[src/rtl/ctrl_i2c_pkg.sv]
package ctrl_i2c_pkg;

   localparam int unsigned BYTE_BITS = 8;

   typedef enum logic [2:0] {
      ST_IDLE,
      ST_ADDR,
      ST_ADDR_ACK,
      ST_DATA,
      ST_DATA_ACK,
      ST_SKIP
   } rx_state_t;

endpackage

[src/rtl/ctrl_i2c_sync.sv]
// Multi-stage synchronizer with one extra delayed copy for edge detection.
module ctrl_i2c_sync #(
   parameter int unsigned STAGES    = 2,
   parameter logic        RESET_VAL = 1'b1
) (
   input  logic clk,
   input  logic rst_n,
   input  logic async_i,
   output logic sync_o,
   output logic prev_o
);

   if (STAGES < 2) begin : g_bad_stages
      $error("ctrl_i2c_sync: STAGES must be at least 2");
   end

   logic [STAGES:0] chain;

   for (genvar g = 0; g <= STAGES; g++) begin : g_stage
      if (g == 0) begin : g_first
         always_ff @(posedge clk or negedge rst_n) begin
            if (!rst_n) chain[g] <= RESET_VAL;
            else        chain[g] <= async_i;
         end
      end else begin : g_next
         always_ff @(posedge clk or negedge rst_n) begin
            if (!rst_n) chain[g] <= RESET_VAL;
            else        chain[g] <= chain[g-1];
         end
      end
   end

   assign sync_o = chain[STAGES-1];
   assign prev_o = chain[STAGES];

endmodule

[src/rtl/ctrl_i2c_cond.sv]
// Bus event decoder: clock edges plus start / stop conditions.
module ctrl_i2c_cond (
   input  logic scl_s,
   input  logic scl_p,
   input  logic sda_s,
   input  logic sda_p,
   output logic scl_rise,
   output logic scl_fall,
   output logic start_det,
   output logic stop_det
);

   logic scl_steady_hi;

   assign scl_steady_hi = scl_s & scl_p;
   assign scl_rise      = scl_s & ~scl_p;
   assign scl_fall      = ~scl_s & scl_p;
   assign start_det     = scl_steady_hi & sda_p & ~sda_s;
   assign stop_det      = scl_steady_hi & ~sda_p & sda_s;

endmodule

[src/rtl/ctrl_i2c_shift.sv]
// Serial-in shift register with bit counter, MSB first.
module ctrl_i2c_shift #(
   parameter int unsigned WIDTH = ctrl_i2c_pkg::BYTE_BITS
) (
   input  logic             clk,
   input  logic             rst_n,
   input  logic             clr_i,
   input  logic             shift_i,
   input  logic             bit_i,
   output logic [WIDTH-1:0] word_o,
   output logic             full_o
);

   localparam int unsigned CW = $clog2(WIDTH + 1);

   if (WIDTH < 2) begin : g_bad_width
      $error("ctrl_i2c_shift: WIDTH must be at least 2");
   end

   logic [CW-1:0] cnt;

   always_ff @(posedge clk or negedge rst_n) begin
      if (!rst_n) begin
         cnt    <= '0;
         word_o <= '0;
      end else if (clr_i) begin
         cnt    <= '0;
      end else if (shift_i) begin
         cnt    <= cnt + CW'(1);
         word_o <= {word_o[WIDTH-2:0], bit_i};
      end
   end

   assign full_o = (cnt == CW'(WIDTH));

endmodule

[src/rtl/ctrl_i2c_rx.sv]
// Write-only serial control receiver: address match, acknowledge, byte strobe.
module ctrl_i2c_rx #(
   parameter logic [6:0]  DEV_ADDR    = 7'h44,
   parameter int unsigned SYNC_STAGES = 2
) (
   input  logic       clk,
   input  logic       rst_n,
   input  logic       scl_i,
   input  logic       sda_i,
   output logic       sda_pull_o,
   output logic [7:0] cmd_data_o,
   output logic       cmd_valid_o
);

   import ctrl_i2c_pkg::*;

   localparam int unsigned BW = BYTE_BITS;

   if (BW != 8) begin : g_bad_byte
      $error("ctrl_i2c_rx: byte width must be 8");
   end

   logic scl_s, scl_p, sda_s, sda_p;
   logic scl_rise, scl_fall, start_det, stop_det;
   logic shift_en, shift_clr, byte_full;
   logic [BW-1:0] rx_word;
   logic addr_hit;
   rx_state_t state;

   ctrl_i2c_sync #(.STAGES(SYNC_STAGES), .RESET_VAL(1'b1)) u_scl_sync (
      .clk(clk), .rst_n(rst_n), .async_i(scl_i), .sync_o(scl_s), .prev_o(scl_p)
   );

   ctrl_i2c_sync #(.STAGES(SYNC_STAGES), .RESET_VAL(1'b1)) u_sda_sync (
      .clk(clk), .rst_n(rst_n), .async_i(sda_i), .sync_o(sda_s), .prev_o(sda_p)
   );

   ctrl_i2c_cond u_cond (
      .scl_s(scl_s), .scl_p(scl_p), .sda_s(sda_s), .sda_p(sda_p),
      .scl_rise(scl_rise), .scl_fall(scl_fall),
      .start_det(start_det), .stop_det(stop_det)
   );

   assign shift_en  = ((state == ST_ADDR) || (state == ST_DATA)) && scl_rise && !byte_full;
   assign shift_clr = start_det || stop_det || (scl_fall && byte_full);

   ctrl_i2c_shift #(.WIDTH(BW)) u_shift (
      .clk(clk), .rst_n(rst_n), .clr_i(shift_clr), .shift_i(shift_en),
      .bit_i(sda_s), .word_o(rx_word), .full_o(byte_full)
   );

   assign addr_hit = (rx_word[BW-1:1] == DEV_ADDR) && !rx_word[0];

   always_ff @(posedge clk or negedge rst_n) begin
      if (!rst_n) begin
         state       <= ST_IDLE;
         sda_pull_o  <= 1'b0;
         cmd_valid_o <= 1'b0;
         cmd_data_o  <= '0;
      end else begin
         cmd_valid_o <= 1'b0;
         if (start_det) begin
            state      <= ST_ADDR;
            sda_pull_o <= 1'b0;
         end else if (stop_det) begin
            state      <= ST_IDLE;
            sda_pull_o <= 1'b0;
         end else begin
            case (state)
               ST_ADDR: begin
                  if (scl_fall && byte_full) begin
                     if (addr_hit) begin
                        state      <= ST_ADDR_ACK;
                        sda_pull_o <= 1'b1;
                     end else begin
                        state      <= ST_SKIP;
                     end
                  end
               end
               ST_DATA: begin
                  if (scl_fall && byte_full) begin
                     state      <= ST_DATA_ACK;
                     sda_pull_o <= 1'b1;
                     cmd_data_o <= rx_word;
                  end
               end
               ST_ADDR_ACK: begin
                  if (scl_fall) begin
                     state      <= ST_DATA;
                     sda_pull_o <= 1'b0;
                  end
               end
               ST_DATA_ACK: begin
                  if (scl_fall) begin
                     state       <= ST_DATA;
                     sda_pull_o  <= 1'b0;
                     cmd_valid_o <= 1'b1;
                  end
               end
               default: ;
            endcase
         end
      end
   end

endmodule

[config.mk]
export PLATFORM = sky130hd
export DESIGN_NAME = ctrl_i2c_rx
export DESIGN_NICKNAME = d
export VERILOG_FILES = /design/src/rtl/ctrl_i2c_pkg.sv /design/src/rtl/ctrl_i2c_sync.sv /design/src/rtl/ctrl_i2c_cond.sv /design/src/rtl/ctrl_i2c_shift.sv /design/src/rtl/ctrl_i2c_rx.sv
export SDC_FILE = /design/constraint.sdc
export NUM_CORES = 1
export LEC_CHECK = 0
export ABC_AREA = 1
export BUFFER_PORTS_ARGS = -buffer_cell sky130_fd_sc_hd__buf_2
export CAP_MARGIN = 10
export CELL_PAD_IN_SITES_DETAIL_PLACEMENT = 1
export CELL_PAD_IN_SITES_GLOBAL_PLACEMENT = 2
export CORE_UTILIZATION = 30
export DETAILED_ROUTE_END_ITERATION = 12
export GPL_ROUTABILITY_DRIVEN = 0
export PLACE_DENSITY = 0.67
export SYNTH_ARGS = -nofsm -noshare
export SYNTH_HDL_FRONTEND = slang
export SYNTH_HIERARCHICAL = 1
export SYNTH_SLANG_ARGS = --single-unit
[constraint.sdc]
create_clock -name clk -period 2.45 [get_ports clk]
set_input_delay 0.3675 -clock clk [delete_from_list [all_inputs] [get_ports clk]]
set_output_delay 0.3675 -clock clk [all_outputs]
set_load 0.005 [all_outputs]
==> results.toml <==
[worst_setup_path]
cp_cell_sequence = "inv_1 > ha_1 > nand2_1 > nor2_1 > nand2_1 > nand2_4 > inv_4 > nand2_2 > nor2_1 > a21oi_2"
crit_required_ns = 2.66
endpoint_kind = "flop"
max_stage_delay_ns = 0.43
crit_family = "simple AND/OR/NAND/NOR gates"
cp.arrival_ns = 1.99
slowest_stage = "dfrtp_1"
path_class = "flop to flop"
crit_fanout = 11
start_kind = "flop"
cp_num_buf_inv = 2

[placed_design]
post-place-ws_ns = 0.6728
place_area_sq_um = 1685
portBuffers = 13
dp.cells = 253
hpwl_um = 2315

[power_and_ir_drop]
netSwitchingPower_mw = 0.6567
p_int_mw = 1.151
power.density_nw_per_um2 = 1002
leakagePower_nw = 0.9445
irDropWorstVdd_uv = 399.9
p_clk_share_pct = 29.2
total_power_mw = 1.807
seqPwrFrac_pct = 40.6
pwr-share-comb_pct = 30.2
p_sw_share_pct = 36.33

[timing]
slew_headroom_pct = 52.29
fmax_mhz = 560.7
slew_violations = 0
grt_setup_unrepaired = "no"
worst_pin_slew_ns = 0.7156
fin_skew_ns = 0.006560
min_period_ns = 1.784
finalCritPeriodShare_pct = 72.80
finalSetupViolations = 0
finalHoldViolCount = 0
whs_ns = 0.1385
final.setup.worst_slack_ns = 0.6665
fin_tns_setup_ns = 0

[finish]
area_delta_synth_final_pct = 15.65
drive_gt1_share_pct = 29.90
fin_area_sq_um = 1803
final_cells = 261
post-route-util_pct = 37.19
fin_nets = 199
diodes = 0

[floorplan]
start_util_pct = 32.15
dieWidth_um = 74.09
dieArea_sq_um = 5489
rows = 25
ios = 14
die_h_um = 74.09
core_sq_um = 4848

[min_path]
hold_class = "input port to async pin"

[global_routing]
grt.overflow.total = 0
grt_usage_pct = 13.56
grt_max_degree = 32
antenna_found_initial = 0
grt_pass1_vias = 1138
grt_pass1_wl_um = 5423

[clocking]
cts_buffer_depth = 2
hold_buffers = 0
clock_latency_ns = 0.28
numCtsBuffers = 5
htree_levels = 2
post_cts_buffers = 0
cts_tree = "done"
cts_root_buffer = "clkbuf_8"
clock-sinks = 31
clkTransAtPathRegs_ns = 0.07
ctsResizeCount = 0

[route]
first_iter_violations = 25
via_count = 1118
ant_nets = 0
routedWlPerCell_um = 12.04
drc = 0
wl_um = 3142
firstDrtPassIters = 4
via_per_inst = 4.284

[outcome]
outcome = "complete, no violations"

[synthesis]
netlist_instances = 175
synth.avg_cell_area_sq_um = 8.909
synth_edf_count = 0
ys.flop_type = "dfrtp_1"
yosysSeqAreaShare_pct = 50.24
syn-num-nets = 181
synth_seq_cells = 31
syn_area_sq_um = 1559
yosys_warnings = 6
async_flop_share_pct = 100.0
synth_cell_types = 24

[job]
cap_viol_max_count = 0
[kinds of logic (layout without fill, tap and decap cells)]
family / after synthesis / count (layout) / share of synthesized area [%]
flip-flops: 31 / 31 / 50.24
AND/OR/NAND/NOR: 98 / 98 / 32.34
AO/OA/AOI/OAI: 15 / 15 / 7.463
adder cells (fa/ha/maj): 2 / 2 / 1.605
buffers and inverters: 29 / 48 / 8.347
[state kept, by name (all words and copies together), names as in the netlist, 3 cells and up]
name            flops
u_shift/cnt         4
cmd_data_o          8
u_shift/word_o      8
state               3
[worst paths after layout]
| kind | from | to | slack (ns) | cells after the start |
|---|---|---|---|---|
| worst min register to register | u_sda_sync/chain[0] | u_sda_sync/sync_o | 0.36 | 0 |
| min in group clk | scl_i | u_scl_sync/chain[0] | 0.18 | 1 |
| max in group asynchronous | rst_n | u_shift/word_o[6] | 1.85 | 1 |
| worst max register to register | u_shift/cnt[0] | u_shift/word_o[4] | 0.67 | 10 |
| worst max-delay path | u_shift/cnt[0] | u_shift/word_o[4] | 0.67 | 10 |
| worst min-delay path | rst_n | cmd_data_o[7] | 0.14 | 1 |
[cells in the mapped netlist, types with 3 or more instances]
cell	instances	share of area, %
nand2_2	4	1.6
nand2_4	4	2.9
nand2_1	52	13
nor2_1	18	4.3
inv_1	22	5.3
inv_2	3	0.72
o21ai_2	10	5.6
dfrtp_1	25	40
dfstp_2	6	10
nand3_1	10	3.2
a21oi_1	3	0.96
[layout make-up]
class / instances / area [sq um]
multi-input cells: 115 / 645.6
fillers: 590 / 3045
clock inverters: 2 / 35.03
well taps: 67 / 83.83
inverters: 26 / 100.1
clock buffers: 6 / 82.58
flip-flops and latches: 31 / 783.3
repair buffers: 14 / 72.57
[cells in the final DEF, fill, tap and decap left out, types with 2 or more instances in the layout]
master	instances
nand3_2	2
buf_2	13
ha_1	2
dfrtp_1	25
nand2_1	52
nor2_1	18
a21oi_1	3
o21ai_2	10
nand3_1	10
nor2_4	2
dfstp_2	6
nand2_4	4
clkbuf_8	6
nor2_8	2
inv_1	22
nand2_2	4
inv_2	3
[power by group through the flow]
stage	clock, mW	sequential [mW]	combinational, mW
floorplan	0	0.713	0.458
global placement	0	0.744	0.541
detailed placement	0	0.743	0.559
CTS	0.546	0.736	0.559
global route	0.564	0.757	0.632
finish	0.527	0.735	0.546
[layer usage]
metal	wire, um	track usage (%)	part of all wire, %	vias up
li1	-	-	-	568
met1	1595	18.23	51	535
met2	1413	19.90	45	10
met3	87	4.065	2.8	5
met4	45	6.410	1.4	0
met5	0	0	0	-
Power figures use the tool's default switching activity.
